File: src/rtl/tmr_pkg.sv
package tmr_pkg;
  localparam int unsigned CNT_W = 16;
  localparam int unsigned BYTE_W = 8;

  typedef enum logic [1:0] {
    ADDR_LO   = 2'd0,
    ADDR_HI   = 2'd1,
    ADDR_CTRL = 2'd2,
    ADDR_STAT = 2'd3
  } tmr_addr_e;

  localparam int unsigned CTL_RUN  = 0;
  localparam int unsigned CTL_EXT  = 1;
  localparam int unsigned CTL_SYNC = 2;
  localparam int unsigned CTL_PS_LSB = 3;
endpackage

File: src/rtl/tmr_edge_sync.sv
module tmr_edge_sync #(
  parameter int unsigned SYNC_N = 2
) (
  input  logic clk_i,
  input  logic rst_ni,
  input  logic d_i,
  output logic rise_o
);
  logic [SYNC_N:0] stg_q;

  for (genvar i = 0; i <= SYNC_N; i++) begin : g_stage
    if (i == 0) begin : g_first
      always_ff @(posedge clk_i or negedge rst_ni)
        if (!rst_ni) stg_q[0] <= 1'b0;
        else         stg_q[0] <= d_i;
    end else begin : g_next
      always_ff @(posedge clk_i or negedge rst_ni)
        if (!rst_ni) stg_q[i] <= 1'b0;
        else         stg_q[i] <= stg_q[i-1];
    end
  end

  assign rise_o = stg_q[SYNC_N-1] & ~stg_q[SYNC_N];
endmodule

File: src/rtl/tmr_prescaler.sv
module tmr_prescaler #(
  parameter int unsigned PS_W = 2
) (
  input  logic            clk_i,
  input  logic            rst_ni,
  input  logic            en_i,
  input  logic            clr_i,
  input  logic            ev_i,
  input  logic [PS_W-1:0] sel_i,
  output logic            tick_o
);
  localparam int unsigned CW = (1 << PS_W) - 1;

  logic [CW-1:0] cnt_q;
  logic [CW-1:0] lim;

  assign lim    = (CW'(1) << sel_i) - CW'(1);
  assign tick_o = en_i & ev_i & ~clr_i & (cnt_q == lim);

  always_ff @(posedge clk_i or negedge rst_ni) begin
    if (!rst_ni)          cnt_q <= '0;
    else if (clr_i)       cnt_q <= '0;
    else if (en_i && ev_i) cnt_q <= tick_o ? '0 : cnt_q + CW'(1);
  end
endmodule

File: src/rtl/cmp_timer16.sv
module cmp_timer16
  import tmr_pkg::*;
#(
  parameter int unsigned PS_W   = 2,
  parameter int unsigned SYNC_N = 2
) (
  input  logic              clk_i,
  input  logic              rst_ni,
  input  logic [1:0]        addr_i,
  input  logic              wr_en_i,
  input  logic              rd_en_i,
  input  logic [BYTE_W-1:0] wdata_i,
  output logic [BYTE_W-1:0] rdata_o,
  input  logic              ext_clk_i,
  input  logic              cmp_en_i,
  input  logic [CNT_W-1:0]  cmp_val_i,
  output logic              trig_o,
  output logic              irq_o
);
  localparam int unsigned CTL_W = CTL_PS_LSB + PS_W;
  localparam logic [CNT_W-1:0] CNT_MAX = '1;

  logic [CTL_W-1:0]  ctrl_q;
  logic [CNT_W-1:0]  count_q;
  logic [BYTE_W-1:0] hi_buf_q, hold_q;
  logic              flag_q, ien_q, match_q;

  logic ctl_run, ctl_ext, ctl_sync;
  logic wr_lo, wr_hi, wr_ctl, wr_stat;
  logic ext_rise, src_ev, tick, mode_ok, match, ovf;

  assign ctl_run  = ctrl_q[CTL_RUN];
  assign ctl_ext  = ctrl_q[CTL_EXT];
  assign ctl_sync = ctrl_q[CTL_SYNC];

  assign wr_lo   = wr_en_i && (addr_i == ADDR_LO);
  assign wr_hi   = wr_en_i && (addr_i == ADDR_HI);
  assign wr_ctl  = wr_en_i && (addr_i == ADDR_CTRL);
  assign wr_stat = wr_en_i && (addr_i == ADDR_STAT);

  tmr_edge_sync #(.SYNC_N(SYNC_N)) u_sync (
    .clk_i  (clk_i),
    .rst_ni (rst_ni),
    .d_i    (ext_clk_i),
    .rise_o (ext_rise)
  );

  assign src_ev = ctl_ext ? ext_rise : 1'b1;

  tmr_prescaler #(.PS_W(PS_W)) u_ps (
    .clk_i  (clk_i),
    .rst_ni (rst_ni),
    .en_i   (ctl_run),
    .clr_i  (wr_lo),
    .ev_i   (src_ev),
    .sel_i  (ctrl_q[CTL_PS_LSB +: PS_W]),
    .tick_o (tick)
  );

  // compare clear only valid for internal or synchronized external source
  assign mode_ok = !ctl_ext || ctl_sync;
  assign match   = ctl_run && cmp_en_i && mode_ok && (count_q == cmp_val_i);
  assign trig_o  = match && !match_q;
  assign ovf     = tick && !wr_lo && !match && (count_q == CNT_MAX);

  always_ff @(posedge clk_i or negedge rst_ni) begin
    if (!rst_ni) begin
      count_q  <= '0;
      ctrl_q   <= '0;
      hi_buf_q <= '0;
      hold_q   <= '0;
      match_q  <= 1'b0;
      ien_q    <= 1'b0;
    end else begin
      match_q <= match;
      if (wr_lo)     count_q <= {hi_buf_q, wdata_i};
      else if (tick) count_q <= match ? '0 : count_q + CNT_W'(1);
      if (wr_hi)  hi_buf_q <= wdata_i;
      if (wr_ctl) ctrl_q   <= wdata_i[CTL_W-1:0];
      if (wr_stat) ien_q   <= wdata_i[1];
      if (rd_en_i && addr_i == ADDR_LO) hold_q <= count_q[CNT_W-1:BYTE_W];
    end
  end

  always_ff @(posedge clk_i or negedge rst_ni) begin
    if (!rst_ni)                     flag_q <= 1'b0;
    else if (ovf)                    flag_q <= 1'b1;
    else if (wr_stat && !wdata_i[0]) flag_q <= 1'b0;
  end

  assign irq_o = flag_q & ien_q;

  always_comb begin
    unique case (addr_i)
      ADDR_LO:   rdata_o = count_q[BYTE_W-1:0];
      ADDR_HI:   rdata_o = hold_q;
      ADDR_CTRL: rdata_o = BYTE_W'(ctrl_q);
      default:   rdata_o = {{(BYTE_W-2){1'b0}}, ien_q, flag_q};
    endcase
  end
endmodule

File: config.mk
export PLATFORM = sky130hd
export DESIGN_NAME = cmp_timer16
export DESIGN_NICKNAME = d
export VERILOG_FILES = /design/src/rtl/tmr_pkg.sv /design/src/rtl/tmr_edge_sync.sv /design/src/rtl/tmr_prescaler.sv /design/src/rtl/cmp_timer16.sv
export SDC_FILE = /design/constraint.sdc
export NUM_CORES = 1
export LEC_CHECK = 0
export ABC_CLOCK_PERIOD_IN_PS = 2500
export BUFFER_PORTS_ARGS = -buffer_cell sky130_fd_sc_hd__buf_2
export CAP_MARGIN = 25
export CORE_MARGIN = 1.5
export CORE_UTILIZATION = 56
export CTS_CLUSTER_DIAMETER = 60
export DETAILED_ROUTE_END_ITERATION = 10
export GPL_ROUTABILITY_DRIVEN = 0
export MAX_ROUTING_LAYER = met4
export PLACE_DENSITY = 0.79
export SETUP_SLACK_MARGIN = 0.05
export SYNTH_ARGS = -nofsm -noshare
export SYNTH_HDL_FRONTEND = slang
export SYNTH_SLANG_ARGS = --single-unit
File: constraint.sdc
create_clock -name clk_i -period 2.5 [get_ports clk_i]
set_clock_uncertainty 0.05 [all_clocks]
set_input_delay 0.25 -clock clk_i [delete_from_list [all_inputs] [get_ports clk_i]]
set_output_delay 0.25 -clock clk_i [all_outputs]
set_load 0.01 [all_outputs]
==> impl_metrics.toml <==
[global_route]
grt_usage_pct = 26.8
grt_pass1_vias = 2047
grt_first_pass_wirelength_um = 10300
grt_overflow = 0
grt_max_degree = 25
antenna_found_initial = 0

[worst_setup_path]
criticalPathCategory = "reg2out"
critPathLaunchType = "register"
cp_cell_sequence = "xor2_1 > nor4_2 > o2111ai_2 > nor4_1 > buf_2"
crit_path_max_incr_delay_ns = 0.44
cp.required_ns = 2.20
end_kind = "output pin"
critPathSlowestCell = "dfrtp_1"
r2r_start = "count_q[5]"
cp_max_fo = 5
arrival_ns = 1.96
rrSetupSlack_ns = 0.33
r2r_cells = 5
crit_start = "count_q[11]"
r2r-end = "count_q[4]"

[floorplanning]
start_util_pct = 57.8
core_region_area_um2 = 4690
die_h_um = 72.6
pin_count = 42
rows = 25
die_w_um = 72.6
dieArea_um2 = 5270

[timing]
period_minus_slack_ns = 2.26
setup_viol = 0
tightestPinTransition_ns = 0.754
fin_crit_sh_pct = 90.3
hold_viol_final = 0
setup_tns_ns = 0
max_freq_mhz = 443
drv_slew = 0
rsz0062_at_grt = "false"
slew-limit-headroom_pct = 49.7

[layout]
antenna_cells = 0
layout-drive-gt1-share_pct = 32.4
area_delta_synth_final_pct = 12.1
layout.nets = 326
finalNonFillerCells = 347
n_fill_cell = 390

[placement]
portBuffers = 41
hpwl_um = 4580
place_inst = 337

[drt]
firstDrtPassIters = 4
vias = 2063
wl_um = 6290
antenna_left = 0
vias_per_cell = 5.95
dr.first_iter.drc_count = 223
routedWlPerCell_um = 18.1
drt_drc_violations_left = 0

[clock_tree]
cts.clk_slew.worst_paths_ns = 0.08
clock_sinks = 46
tritoncts = "done"
cts_root_buffer = "clkbuf_8"
clockBufferDepth = 2
htree_levels = 2
cts_buffers = 5
clock_latency_ns = 0.30

[yosys]
yosysSeqAreaShare_pct = 42.5
async_flop_share_pct = 100
syn_area_um2 = 2710
synth-edff-count = 0
syn_area_per_cell_um2 = 10.6
synth_cells = 256
ys_warn_count = 0
synth-seq-cells = 46
synth_nets = 290
ys_types = 44
ys.flop_type = "dfrtp_1"

[outcome]
status = "completed"

[pwr]
finalPower_mw = 2.92
p_per_area_nw_per_um2 = 962
ir_drop_v = 0.000700
leakage_nw = 1.31

[job]
maxCapViolations = 0

[hold_path]
hp-class = "in2reg"
min_to = "hi_buf_q[5]"
holdPathStages = 2
worstHoldStart = "wdata_i[5]"
[synthesized netlist by cell type, drive strengths merged (4+ instances only)]
library cell  count  area share, %
a21oi            16            3.0
and2              5            1.2
buf               9            2.5
clkbuf            8            1.1
dfrtp            46             42
inv               5           0.69
mux2             22            9.1
mux2i             6            2.2
nand2            15            2.1
nand3            12            2.2
nand3b            4            1.1
nor2             18            2.5
nor3              6            1.5
nor4              4            1.6
o211ai            6            2.2
o21ai             6            1.1
o22ai            11            4.8
xnor2            10            3.2
xor2             21            6.8
[cell type report]
class	count	area, µm²	share of cell area [%]
Tap cell	54	67.6	2.22
Inverter	5	18.8	0.618
Clock buffer	8	110	3.62
Multi-Input combinational cell	188	1440	47.5
Timing Repair Buffer	46	248	8.15
Sequential cell	46	1150	37.9
[placed cells by master (no fill, tap or decap), types with 2 or more instances in the layout]
cell	count
nand2_1	15
nor2b_1	2
buf_2	41
mux2_2	22
and2_1	5
a21oi_1	16
dfrtp_1	46
nand4_1	3
nor3_1	4
nand3_1	12
clkbuf_8	8
mux4_2	2
nand2b_1	3
o211ai_1	5
o21ai_1	2
inv_1	5
buf_4	3
o21ai_0	4
xor2_1	21
o22ai_2	10
xnor2_1	10
nor4_2	3
mux2i_1	6
nand3b_1	4
nor3_2	2
nor2_1	18
or3_1	2
ha_1	2
dlygate4sd3_1	2
[power by group]
| group | leakage, nW | internal, mW | switching, mW |
|---|---|---|---|
| combinational | 0.708 | 0.526 | 0.511 |
| clock | 0.0575 | 0.279 | 0.252 |
| sequential | 0.540 | 1.00 | 0.354 |
| total | 1.31 | 1.81 | 1.12 |
[metrics by stage]
step	util [%]	hold slack, ns	worst slack (ns)	area (µm²)
finish	64.8	0.158	0.241	3040
global route	64.8	0.158	0.0797	3040
floorplan	-	-0.0956	0.703	2710
global placement	62.0	0.215	0.443	2910
detailed placement	62.0	0.219	0.347	2910
CTS	64.8	0.154	0.263	3040
[state kept, by name (all words and copies together) (netlist names)]
register      cells
count_q          16
ctrl_q            5
flag_q            1
hi_buf_q          8
hold_q            8
ien_q             1
match_q           1
u_ps.cnt_q        3
u_sync.stg_q      3
[repair_timing]
item,4_1_cts,5_1_grt
hold endpoints to repair,23,0
resized for setup,0,0
hold buffers,2,0
setup endpoints to repair,0,0
buffers inserted,0,0
[metal layers]
layer | global-route usage (%) | routed length (µm)
met1 | 37.0 | 2900
met2 | 41.2 | 2950
met3 | 3.87 | 337
met4 | 8.60 | 102
met5 | - | 0
[how the worst max path moves through the flow]
stage	end	slack, ns
2_1_floorplan	trig_o	0.70
3_3_place_gp	count_q[8]	0.44
3_5_place_dp	count_q[4]	0.35
4_1_cts	trig_o	0.26
5_1_grt	trig_o	0.08
6_report	trig_o	0.24
[critical path: cells and delay by family, from the launching register on]
family,cells,cell delay [ns]
flops,1,0.44
buf+inv,1,0.19
compound gates,1,0.23
xor+xnor,1,0.17
simple gates,2,0.62
[cell families after synthesis]
group / share of synthesized area [%]
buffers and inverters: 4.29
DFF: 42.5
xor gates and xnor gates: 10.0
and+or+nand+nor: 16.2
adders and majority gates: 0.923
muxes: 13.0
AOI/OAI and AO/OA: 13.1
Power figures use the tool's default switching activity.
